File: config.mk
export PLATFORM = sky130hd
export DESIGN_NAME = tt_fitness_eval
export DESIGN_NICKNAME = d
export VERILOG_FILES = /design/src/rtl/tt_fit_pkg.sv /design/src/rtl/tt_target_ram.sv /design/src/rtl/tt_vec_seq.sv /design/src/rtl/tt_delay_line.sv /design/src/rtl/tt_score_acc.sv /design/src/rtl/tt_fitness_eval.sv
export SDC_FILE = /design/constraint.sdc
export NUM_CORES = 1
export LEC_CHECK = 0
export ABC_CLOCK_PERIOD_IN_PS = 3000
export CAP_MARGIN = 0
export CORE_MARGIN = 10
export CORE_UTILIZATION = 40
export CTS_CLUSTER_SIZE = 16
export DETAILED_ROUTE_END_ITERATION = 7
export HOLD_SLACK_MARGIN = 0.06
export PLACE_DENSITY = 0.66
export SLEW_MARGIN = 20
export SYNTH_ARGS = -nofsm -noshare
export SYNTH_HDL_FRONTEND = slang
export SYNTH_SLANG_ARGS = --single-unit
File: constraint.sdc
create_clock -name clk -period 3 [get_ports clk]
set_clock_uncertainty 0.05 [all_clocks]
set_input_delay 0.6 -clock clk [delete_from_list [all_inputs] [get_ports clk]]
set_output_delay 0.6 -clock clk [all_outputs]
set_load 0.01 [all_outputs]
File: src/rtl/tt_fit_pkg.sv
package tt_fit_pkg;

  // number of equal bits among the low w bits of a and b
  function automatic int unsigned count_match(input logic [31:0] a,
                                              input logic [31:0] b,
                                              input int unsigned w);
    int unsigned n;
    n = 0;
    for (int i = 0; i < 32; i++) begin
      if ((i < w) && (a[i] == b[i])) n++;
    end
    return n;
  endfunction

  // highest score a run can reach
  function automatic int unsigned max_score(input int unsigned in_w,
                                            input int unsigned out_w);
    return (32'd1 << in_w) * out_w;
  endfunction

endpackage

File: src/rtl/tt_target_ram.sv
module tt_target_ram #(
  parameter int AW = 4,
  parameter int DW = 4
) (
  input  logic          clk,
  input  logic          we,
  input  logic [AW-1:0] waddr,
  input  logic [DW-1:0] wdata,
  input  logic [AW-1:0] raddr,
  output logic [DW-1:0] rdata
);
  localparam int DEPTH = 1 << AW;

  logic [DW-1:0] mem [DEPTH];

  always_ff @(posedge clk) begin
    if (we) mem[waddr] <= wdata;
  end

  assign rdata = mem[raddr];
endmodule

File: src/rtl/tt_vec_seq.sv
module tt_vec_seq #(
  parameter int AW = 4
) (
  input  logic          clk,
  input  logic          rst_n,
  input  logic          go,
  output logic          running,
  output logic [AW-1:0] idx,
  output logic          last
);
  localparam logic [AW-1:0] IDX_END = {AW{1'b1}};

  always_ff @(posedge clk or negedge rst_n) begin
    if (!rst_n) begin
      running <= 1'b0;
      idx     <= '0;
    end else if (go) begin
      running <= 1'b1;
      idx     <= '0;
    end else if (running) begin
      if (idx == IDX_END) begin
        running <= 1'b0;
        idx     <= '0;
      end else begin
        idx <= idx + AW'(1);
      end
    end
  end

  assign last = running && (idx == IDX_END);

  p_step_r2: assert property (@(posedge clk) disable iff (!rst_n)
    (running && $past(running)) |-> (idx == $past(idx) + AW'(1)));
endmodule

File: src/rtl/tt_delay_line.sv
module tt_delay_line #(
  parameter int W     = 4,
  parameter int DEPTH = 8
) (
  input  logic         clk,
  input  logic         rst_n,
  input  logic         in_vld,
  input  logic         in_last,
  input  logic [W-1:0] in_data,
  output logic         out_vld,
  output logic         out_last,
  output logic [W-1:0] out_data,
  output logic         any_vld
);
  logic [DEPTH-1:0] vld_q;
  logic [DEPTH-1:0] last_q;
  logic [W-1:0]     data_q [DEPTH];

  for (genvar s = 0; s < DEPTH; s++) begin : g_stage
    if (s == 0) begin : g_head
      always_ff @(posedge clk or negedge rst_n) begin
        if (!rst_n) begin
          vld_q[0]  <= 1'b0;
          last_q[0] <= 1'b0;
          data_q[0] <= '0;
        end else begin
          vld_q[0]  <= in_vld;
          last_q[0] <= in_last;
          data_q[0] <= in_data;
        end
      end
    end else begin : g_body
      always_ff @(posedge clk or negedge rst_n) begin
        if (!rst_n) begin
          vld_q[s]  <= 1'b0;
          last_q[s] <= 1'b0;
          data_q[s] <= '0;
        end else begin
          vld_q[s]  <= vld_q[s-1];
          last_q[s] <= last_q[s-1];
          data_q[s] <= data_q[s-1];
        end
      end
    end
  end

  assign out_vld  = vld_q[DEPTH-1];
  assign out_last = last_q[DEPTH-1];
  assign out_data = data_q[DEPTH-1];
  assign any_vld  = |vld_q;
endmodule

File: src/rtl/tt_score_acc.sv
module tt_score_acc
  import tt_fit_pkg::*;
#(
  parameter int OUT_W = 4,
  parameter int FIT_W = 7,
  parameter int MAXV  = 64
) (
  input  logic             clk,
  input  logic             rst_n,
  input  logic             clear,
  input  logic             cmp_vld,
  input  logic             cmp_last,
  input  logic [OUT_W-1:0] y,
  input  logic [OUT_W-1:0] d,
  output logic [FIT_W-1:0] fitness,
  output logic             done
);
  logic [FIT_W-1:0] gain;

  assign gain = FIT_W'(count_match(32'(y), 32'(d), OUT_W));

  always_ff @(posedge clk or negedge rst_n) begin
    if (!rst_n) begin
      fitness <= '0;
      done    <= 1'b0;
    end else begin
      if (clear)        fitness <= '0;
      else if (cmp_vld) fitness <= fitness + gain;
      done <= cmp_vld && cmp_last;
    end
  end

  p_gain_r3: assert property (@(posedge clk) disable iff (!rst_n)
    !clear |=> ((fitness - $past(fitness)) <= FIT_W'(OUT_W)));
  p_bound_r4: assert property (@(posedge clk) disable iff (!rst_n)
    fitness <= FIT_W'(MAXV));
  p_pulse_r6: assert property (@(posedge clk) disable iff (!rst_n)
    done |=> !done);
endmodule

File: src/rtl/tt_fitness_eval.sv
module tt_fitness_eval
  import tt_fit_pkg::*;
#(
  parameter int IN_W  = 4,
  parameter int OUT_W = 4,
  parameter int LAT   = 8,
  localparam int MAXV  = (1 << IN_W) * OUT_W,
  localparam int FIT_W = $clog2(MAXV + 1)
) (
  input  logic             clk,
  input  logic             rst_n,
  input  logic             start,
  input  logic [OUT_W-1:0] cut_out,
  input  logic             tbl_we,
  input  logic [IN_W-1:0]  tbl_addr,
  input  logic [OUT_W-1:0] tbl_wdata,
  output logic [IN_W-1:0]  cut_in,
  output logic [FIT_W-1:0] fitness,
  output logic             done,
  output logic             perfect
);
  // named internal events
  logic             running;
  logic [IN_W-1:0]  idx;
  logic             issue_last;
  logic             line_busy;
  logic             busy;
  logic             go;
  logic             ram_we;
  logic [OUT_W-1:0] exp_now;
  logic             cmp_vld;
  logic             cmp_last;
  logic [OUT_W-1:0] exp_dly;

  assign busy   = running | line_busy;
  assign go     = start & ~busy;
  assign ram_we = tbl_we & ~busy;

  tt_target_ram #(.AW(IN_W), .DW(OUT_W)) u_ram (
    .clk   (clk),
    .we    (ram_we),
    .waddr (tbl_addr),
    .wdata (tbl_wdata),
    .raddr (idx),
    .rdata (exp_now)
  );

  tt_vec_seq #(.AW(IN_W)) u_seq (
    .clk     (clk),
    .rst_n   (rst_n),
    .go      (go),
    .running (running),
    .idx     (idx),
    .last    (issue_last)
  );

  tt_delay_line #(.W(OUT_W), .DEPTH(LAT)) u_dly (
    .clk      (clk),
    .rst_n    (rst_n),
    .in_vld   (running),
    .in_last  (issue_last),
    .in_data  (exp_now),
    .out_vld  (cmp_vld),
    .out_last (cmp_last),
    .out_data (exp_dly),
    .any_vld  (line_busy)
  );

  tt_score_acc #(.OUT_W(OUT_W), .FIT_W(FIT_W), .MAXV(MAXV)) u_acc (
    .clk      (clk),
    .rst_n    (rst_n),
    .clear    (go),
    .cmp_vld  (cmp_vld),
    .cmp_last (cmp_last),
    .y        (cut_out),
    .d        (exp_dly),
    .fitness  (fitness),
    .done     (done)
  );

  assign cut_in  = running ? idx : '0;
  assign perfect = (fitness == FIT_W'(max_score(IN_W, OUT_W)));

  p_clear_r5: assert property (@(posedge clk) disable iff (!rst_n)
    go |=> (fitness == '0));
  p_start_ignored_r9: assert property (@(posedge clk) disable iff (!rst_n)
    (running && $past(running)) |-> !$rose(cut_in == '0) || (cut_in == '0 && $past(cut_in) == '0));
endmodule

Word level (Yosys, flattened, before mapping)
Memory sizes are Yosys's and may differ from the RTL's. A register that Yosys moved wholly into a read port is not among the register bits.
Cells that the tools add are included.
Cells by class
  mux-type cells: 15
  reduce and logical (&&, ||, !) cells: 6
  equality and inequality tests: 6
  bitwise logic cells: 4
  add/sub/neg operators: 5
Operators by type and width (number)
  $mux 7: 5
  $mux 4: 4
  $add 7x1->7 const B: 2
  $reduce_or 8->1: 1
  $add 7x7->7: 1
  $eq 7x7->1 const B: 1
  $mux 1: 6
  $add 4x1->4 const B: 1
  $eq 1x1->1: 4
  $eq 4x4->1 const B: 1
  $reduce_bool 2->1: 2
  $add 1x1->2 const B: 1
  $and 1x1->1: 2
  $logic_and 1x1->1: 2
  $logic_not 1->1: 1
  $not 1->1: 1
  $or 1x1->1: 1
Word-level totals
  flip-flop bits (word level): 57
  memory bits (writable): 64
  input bits: 16
  word-level logic and storage cells: 64
  memories kept: 1
  output and inout port bits: 13
Memory list
  u_ram.mem: words 16, width 4, rd ports 1, clocked after Yosys merged registers in 1, write ports 1, RTL line tt_target_ram.sv:14  | logic [DW-1:0] mem [DEPTH];

Depth between registers and ports, before layout
Gate-level depths: netlist of run 1.
  word-level depth: 11
  mapped depth: 15
  depth with buffers taken out: 15

Modules after synthesis
Synthesis of run 1 repeated with hierarchy kept, for this count alone.
Unflattened totals
  cell total of the unflattened synthesis: 288
  area, all modules: 4835.9 um2
Modules (own cells, without submodules)
  tt_target_ram: seq. area each 1921.8 um2, area an instance 2586.2 um2, times used 1, cells an instance 126
  tt_delay_line: seq. area each 1201.2 um2, area an instance 1247.4 um2, times used 1, cells an instance 55
  tt_score_acc: seq. area each 200.2 um2, area an instance 699.4 um2, times used 1, cells an instance 75
  tt_vec_seq: seq. area each 125.1 um2, area an instance 240.2 um2, times used 1, cells an instance 24
  tt_fitness_eval: seq. area each 0.0 um2, area an instance 62.6 um2, times used 1, cells an instance 8

Worst setup path after synthesis of run 1
No wires, ideal clock.
  kind: in2reg
  start: input port cut_out[1]
  end: register u_acc.fitness[5]
  slack: -60 ps
  data required time: 2829 ps
  path buffers: 0
  arrival time: 2889 ps
  setup time: 121 ps
  cell stages on the path: 12
  path through: xor2_1 > inv_1 > ha_1 > xnor2_1 > ha_1 > mux2_2 > ha_1 > a21o_1 > a211o_1 > o2111ai_1 > xor2_1 > nor2_1
Between the ends
  longest elaborated chain between the ends: 9
Ends and longest elaborated chain
  start, declared: RTL line tt_fitness_eval.sv:13  | input logic [OUT_W-1:0] cut_out,
  $eq 1x1->1 *: RTL line tt_fit_pkg.sv:10  | if ((i < w) && (a[i] == b[i])) n++;
  $mux 7 *: RTL line tt_fit_pkg.sv:10
  $add 7x1->7: RTL line tt_fit_pkg.sv:10
  $mux 7 *: RTL line tt_fit_pkg.sv:10
  $add 7x1->7: RTL line tt_fit_pkg.sv:10
  $mux 7 *: RTL line tt_fit_pkg.sv:10
  $add 7x7->7 *: RTL line tt_score_acc.sv:28  | else if (cmp_vld) fitness <= fitness + gain;
  $mux 7 *: RTL line tt_score_acc.sv:28
  $mux 7 *: RTL line tt_score_acc.sv:27  | if (clear) fitness <= '0;
  end signal, assigned: RTL line tt_score_acc.sv:28
  end, declared: RTL line tt_score_acc.sv:15  | output logic [FIT_W-1:0] fitness,
Mark *: on every way between the ends. The rest lies on a longest branch, timed or not. The select of a mux whose other input is x is not followed.
A chain may end at the register's enable or synchronous reset.

Worst setup path after layout of run 1
  start: input port cut_out[0]
  end: register u_acc.fitness[5]
Between the ends
  longest elaborated chain between the ends: 11
Ends and longest elaborated chain (RTL line)
  $eq 1x1->1 *: tt_fit_pkg.sv:10
  $mux 1 *: tt_fit_pkg.sv:10
  $add 1x1->2: tt_fit_pkg.sv:10
  $mux 7 *: tt_fit_pkg.sv:10
  $add 7x1->7: tt_fit_pkg.sv:10
  $mux 7 *: tt_fit_pkg.sv:10
  $add 7x1->7: tt_fit_pkg.sv:10
  $mux 7 *: tt_fit_pkg.sv:10
  $add 7x7->7 *: tt_score_acc.sv:28
  $mux 7 *: tt_score_acc.sv:28
  $mux 7 *: tt_score_acc.sv:27
Marks and branches as above.

==> key figures, run 1 <==
Clock network
  • CTS Buf Count: 17
  • Clock Path Buffers: 2
  • Post-CTS Hold Fix Bufs: 0
  • Clk slew on worst S/H paths: approximately 50 ps
  • CTS tree: done
  • Sink Count: roughly 130
  • Clock root buffer: clkbuf_16
  • Post-CTS Setup Bufs: 0
  • Total number of H-tree levels: 4
  • Clk_lat worst skew: 400 ps

Synthesis
  • Area leader, netlist: edfxtp_1
  • Avg Cell Area, Syn: 16.3 um2
  • Cells after Synth: 290
  • Post-synthesis sequential area ratio: 72.8%
  • Most area-consuming cells after synthesis: edfxtp_1 (41%), dfrtp_1 (32%), mux2i_1 (4.2%), mux4_2 (3.8%), ha_1 (2.4%)
  • Top cells by count, synth: edfxtp_1 (64), dfrtp_1 (61), nor2_1 (26)
  • Top_reg_cell synth: edfxtp_1
  • Post-synth net total: 316
  • Post-Syn Area: 4730 um2
  • Post-synth ARST share: 48.8%
  • Post-synth cell types: 41
  • EDFF count, synth: between 60 and 70
  • Syn. warnings: 0
  • Yosys top cell area share: 40.6%
  • FF+latch count, synth: around 130
  • Most common cell in the netlist: edfxtp_1

Setup path
  • Critical Path Fanout Max: 2
  • Crit Path Class: in -> reg
  • Worst R2R End: u_acc.fitness[5]
  • Worst r2r src: u_dly.out_data[0]
  • Slowest-stage cell, CP: ha_1
  • Bufs and invs on worst path: 2
  • Critical Path RT: 3230 ps
  • Startpoint Class: input pin
  • CP endpoint: u_acc.fitness[5]
  • Worst setup EP type: register
  • Cell family with most CP delay: adder cells
  • R2r setup slk: 220 ps
  • Crit. path cell count: 13
  • Crit path launch: cut_out[0]
  • Cell chain of the critical path: dlygate4sd2_1, xnor2_2, buf_4, ha_4, xnor2_2, ha_1, mux2_4, ha_1, a21o_1, a211o_1, o2111ai_2, xor2_1, nor2_1
  • CP Data Arrival Time: 3070 ps
  • Path depth of the worst reg2reg path: 12
  • CP max stage delay: 290 ps

Final layout
  • Final net count: 365
  • Antenna Cells: 0
  • Layout cells sized above 1: 19.0%
  • Final core utilization: roughly half
  • Post-route insts no fill: between 400 and 500
  • Area Growth Syn to Fin: 24.5%

Flow run
  • Max-Cap Viols: 0

Timing
  • Slew headroom: 55.6%
  • Final setup TNS: 0 ps
  • Min Tclk post-route: 2850 ps
  • Hold Vio Cnt, Final: 0
  • Slew Viols, Final: 0
  • Worst Tran Pin Value: 666 ps
  • Max Clock Freq: 0.351 GHz
  • Finish-stage setup viols: 0
  • RSZ-0062 raised after global routing: false
  • Post-route clock period utilization: a little over nine tenths

Die
  • Horiz. Die Dim: 129 um
  • # IOs: 29
  • Starting Density: 41.1%
  • Die Area: 16600 um2
  • Core Region: 11500 um2
  • Die H: 129 um
  • Row cnt: 39

Detailed routing
  • DR iter-0 viols: 213
  • Vias: 2501
  • WL/cell: 16.5 um
  • DRT Pass-1 Iters: 4
  • DRC viols: 0
  • Total wire length: 8190 um
  • Antenna viol nets, final: 0
  • Via density per instance: between 5 and 6

Placed design
  • Hpwl dp: around 5400 um
  • # placed instances: 463
  • IO Port Bufs: 28
  • GP Congestion: 0.768

Pwr
  • P_leak: ~2.4 nW
  • Design Power: 6.48 mW
  • Peak supply drop: about 0.5 mV
  • Power density cells: about 1100 nW/um2

Outcome
  • Outcome: completed

GRT
  • Vias in the first global route: 2675
  • GRT Util Overall: 10.7%
  • First-pass GRT wire length: 13900 um
  • Initial antenna violation count: 0
  • Largest net degree at the start of global routing: 33
  • Total global routing overflow: 0

Worst hold path
  • Worst min path class: in -> async
## per-layer routing
metal  share of wire (%)  wire [um]  global-route usage [%]  vias to the layer above
met1                  45       3670                    13.1                     1262
met3                 5.1        418                    3.49                        8
met2                  48       3970                    17.0                       63
li1                    -          -                       -                     1168
met4                 1.6        134                    5.02                        0
met5                   0          0                       0                        -
## kinds of logic after synthesis
logic type / after synthesis / synth area share [%]
DFF: 125 / 72.8
and+or+nand+nor: 62 / 6.92
AOI/OAI and AO/OA: 31 / 4.76
muxes: 29 / 8.27
buffers and inverters: 19 / 1.93
xor gates and xnor gates: 13 / 2.40
adders and majority gates: 10 / 2.80
other: 1 / 0.0792
## layout by cell type (no fill, tap or decap), types with 3 or more instances in the layout
master	n
clkdlybuf4s50_1	24
nor3_1	5
o21ai_0	5
xnor2_1	3
nor2_1	26
inv_4	4
nand2b_1	3
nand2_1	11
edfxtp_1	64
mux2i_1	20
ha_1	8
a221oi_1	8
inv_1	8
xor2_1	8
mux4_2	8
a22oi_1	4
a21o_1	3
buf_4	13
and2_1	5
dfrtp_1	61
clkbuf_16	19
## sequential cells by signal, summed over array words and instances (netlist names)
name            count
u_ram.mem          64
u_dly.data_q       28
u_acc.fitness       7
u_dly.last_q        7
u_dly.vld_q         7
u_dly.out_data      4
u_seq.idx           4
u_acc.done          1
u_dly.out_last      1
u_dly.out_vld       1
u_seq.running       1
## stage by stage
step	hold WS, ps	instance area (um2)	setup slack (ps)
2_1_floorplan	254	4760	50.7
3_3_place_gp	283	5250	-507
3_5_place_dp	285	5250	-549
4_1_cts	209	5890	85.4
5_1_grt	231	5890	4.90
6_report	185	5890	154
## where the power goes
part	switching, mW	leakage [nW]	internal [mW]	total, mW
sequential	0.276	1.31	2.17	2.45
clock	0.722	0.307	1.37	2.09
combinational	0.906	0.737	1.03	1.93
total	1.90	2.36	4.57	6.48
## how the worst min path moves through the flow
stage	from	cells after the start	slack, ps	to
floorplan	rst_n	0	250	u_acc.done
global placement	u_dly.data_q[5]	0	280	u_dly.out_data[1]
detailed placement	u_dly.data_q[20]	0	280	u_dly.data_q[16]
CTS	rst_n	1	210	u_dly.out_data[0]
global route	rst_n	1	230	u_acc.fitness[5]
finish	rst_n	1	180	u_acc.fitness[5]
## layout make-up
class	instances	area, um2
Fill cell	959	5620
Sequential cell	125	3450
Multi-Input combinational cell	146	1240
Clock buffer	21	503
Timing Repair Buffer	41	373
Tap cell	143	179
Clock inverter	11	123
Inverter	8	30.0
## timing repair
action / CTS / global route
setup endpoints to repair: 3 / 2
resized for setup: 7 / 1
pin swaps: 7 / 1
## worst reg2reg max path, cell delays in order (launching register included)
cell	delay, ps
dfrtp_1	390
xnor2_2	140
buf_4	140
ha_4	240
xnor2_2	130
ha_1	290
mux2_4	280
ha_1	270
a21o_1	170
a211o_1	260
o2111ai_2	90
xor2_1	150
nor2_1	50
(Power assumes the default switching activity.)
==> run 2: changes to the inputs <==
--- a/config.mk
+++ b/config.mk
@@ -11,8 +11,10 @@
 export CORE_UTILIZATION = 40
 export CTS_CLUSTER_SIZE = 16
 export DETAILED_ROUTE_END_ITERATION = 7
+export GPL_ROUTABILITY_DRIVEN = 1
 export HOLD_SLACK_MARGIN = 0.06
 export PLACE_DENSITY = 0.66
+export SKIP_LAST_GASP = 1
 export SLEW_MARGIN = 20
 export SYNTH_ARGS = -nofsm -noshare
 export SYNTH_HDL_FRONTEND = slang
==> constraint.sdc (replaced) <==
create_clock -name clk -period 3 [get_ports clk]
set_clock_uncertainty 0.05 [all_clocks]
set_input_delay 0.6 -clock clk [delete_from_list [all_inputs] [get_ports clk]]
set_output_delay 0.6 -clock clk [all_outputs]
set_load 0.1 [all_outputs]
==> run 2 against run 1 <==
Critical path depth did not move. Clock-buffer cell count decreased by 2. Routed wire length is 3.1% higher. Utilization up 0.48 points. Register-to-register slack worse by 110 ps. Setup slack lost 66 ps. Flip-flop and latch count stayed put. Power grew 9.0%. Critical path type unchanged.
==> key figures, run 2 (synthesized netlist as in run 1, its figures left out) <==
Clock network
  • CTS tree: done
  • CTS Buf Count: 17 (unchanged)
  • Clk_lat worst skew: 410 ps (about the same)
  • Clk slew on worst S/H paths: 50 ps (about the same)
  • Clock root buffer: clkbuf_16
  • Sink Count: 125 (unchanged)
  • Total number of H-tree levels: 4 (unchanged)
  • Clock Path Buffers: 2 (unchanged)

GRT
  • Vias in the first global route: 2713 (+1.4%)
  • First-pass GRT wire length: 14000 um (+1.0%)
  • Largest net degree at the start of global routing: 52 (+58%)
  • GRT Util Overall: 11.1% (+0.32 points)
  • Total global routing overflow: 0 (unchanged)
  • Initial antenna violation count: 0 (unchanged)

Final layout
  • Max reg flops: 64 (unchanged)
  • Area Growth Syn to Fin: 25.7%
  • Largest regs: u_ram.mem (64), u_dly.data_q (28)
  • Final net count: 369 (+1.1%)
  • Layout cells sized above 1: 25.0% (+6.0 points)
  • # fillers: 953 (-0.63%)
  • Reg with most FFs: u_ram.mem
  • Commonest non-fill, non-tap cells in the layout: edfxtp_1 (64), dfrtp_1 (57), nor2_1 (25), buf_4 (25), mux2i_1 (20)
  • Antenna Cells: 0 (unchanged)
  • Leading cell type in the layout, fill and taps excluded: edfxtp_1

Worst hold path
  • Worst min path class: reg -> reg
  • Critical hold path startpoint: u_dly.last_q[3]

Setup path
  • Crit Path Class: in -> reg
  • Critical Path Fanout Max: 2 (unchanged)
  • Worst setup EP type: register
  • Critical Path RT: 3240 ps (about the same)
  • Crit path launch: cut_out[1]
  • CP Data Arrival Time: 3150 ps (+80 ps)
  • Startpoint Class: input pin
  • Worst r2r src: u_dly.out_data[0]

Detailed routing
  • DR iter-0 viols: 173 (-19%)
  • WL/cell: 16.9 um (+2.2%)
  • Total wire length: 8440 um (+3.1%)
  • DRC viols: 0 (unchanged)
  • DRT Pass-1 Iters: 4 (unchanged)
  • Vias: 2488 (-0.52%)
  • Antenna viol nets, final: 0 (unchanged)
  • Via density per instance: 4.99 (-1.3%)

Pwr
  • Power density cells: 1190 nW/um2 (+8.0%)
  • Peak supply drop: 0.477 mV (-4.2%)
  • P_leak: 2.36 nW (about the same)
  • Design Power: 7.06 mW (+9.0%)

Timing
  • Slew Viols, Final: 0 (unchanged)
  • Min Tclk post-route: 2910 ps (+66.4 ps)
  • RSZ-0062 raised after global routing: true
  • Finish-stage setup viols: 0 (unchanged)
  • Hold_ws: 293 ps (+108 ps)
  • Slew headroom: 58.1% (+2.5 points)
  • Worst Tran Pin Value: 627 ps (-39.3 ps)
  • Max Clock Freq: 0.343 GHz (-2.3%)
  • Hold Vio Cnt, Final: 0 (unchanged)
  • Post-route clock period utilization: 97.1% (+2.2 points)

Die
  • Die Area: 16600 um2 (unchanged)
  • Core Region: 11500 um2 (unchanged)
  • Die H: 129 um (unchanged)
  • Row cnt: 39 (unchanged)
  • Starting Density: 41.1% (unchanged)
  • Horiz. Die Dim: 129 um (unchanged)
  • # IOs: 29 (unchanged)

Placed design
  • GP Congestion: 0.735 (-4.3%)
  • Hpwl dp: 5640 um (+3.8%)
  • IO Port Bufs: 28 (unchanged)

Outcome
  • Outcome: completed

Flow run
  • Max-Cap Viols: 0 (unchanged)
-- run 2: changes by cell type in the layout (fill, tap and decap cells not counted), moves of 3 or more --
cell             previous run  this run
buf_12                      0         3
dfrtp_2                     0         3
clkinv_1                    0         3
inv_4                       4         0
buf_4                      13        25
ha_1                        8         5
clkdlybuf4s50_1            24        11
dfrtp_1                    61        57
-- run 2: layout make-up --
class / instances / area [um2] / share of cell area [%]
Multi-Input combinational cell: 146 / 1310 / 22.0
Sequential cell: 125 / 3460 / 58.1
Inverter: 8 / 30.0 / 0.505
Tap cell: 143 / 179 / 3.01
Timing Repair Buffer: 45 / 415 / 6.98
Clock inverter: 13 / 125 / 2.10
Clock buffer: 19 / 433 / 7.28
-- run 2: power by group --
group	internal, mW	total [mW]	switching [mW]
Combinational	1.21	2.69	1.47
Clock	1.21	1.89	0.685
Sequential	2.18	2.48	0.300
Total	4.60	7.06	2.46
-- run 2: path summary, 6_finish.rpt --
path / to / slack, ps / cells after the start
min in group asynchronous: u_dly.vld_q[5] / 550 / 2
max in group asynchronous: u_acc.fitness[0] / 1800 / 3
min reg2reg: u_dly.last_q[4] / 290 / 0
max: u_acc.fitness[5] / 90 / 13
min: u_dly.last_q[4] / 290 / 0
max reg2reg: u_acc.fitness[5] / 110 / 12
-- run 2: stage by stage --
| step | worst slack, ps | util, % | instances | cell area [um2] | TNS [ps] |
|---|---|---|---|---|---|
| after floorplan | 44.9 | - | 290 | 4790 | 0 |
| after global placement | -498 | 45.9 | 464 | 5290 | -2140 |
| after detailed placement | -638 | 45.9 | 464 | 5290 | -2810 |
| after CTS | 113 | 51.1 | 497 | 5890 | 0 |
| after global routing | -26.3 | 51.7 | 499 | 5950 | -28.3 |
| final | 87.8 | 51.7 | 499 | 5950 | 0 |
-- run 2: worst max-delay path: stages --
cell and delay [ps]:
dlygate4sd2_1 240, xor2_1 190, inv_1 90, ha_4 240, xnor2_4 220, ha_4 230
mux2_4 290, ha_4 210, a21o_1 180, a211o_1 320, o2111ai_2 100, xor2_1 160
nor2_1 60
-- run 2: layer usage --
layer,share of wire (%),up-vias,wire [um],global-route usage [%]
met2,50,50,4190,17.9
li1,-,1174,-,-
met1,43,1247,3620,12.7
met4,1.9,0,163,5.22
met3,5.4,17,458,4.39
met5,0,-,0,0
-- run 2: what timing repair did --
item,CTS,global route
pin swaps,8,10
resized for setup,8,9
hold buffers,1,0
gates cloned,0,0
endpoints found under the hold margin,10,0
endpoints found under the setup margin,4,3
setup buffers,0,2
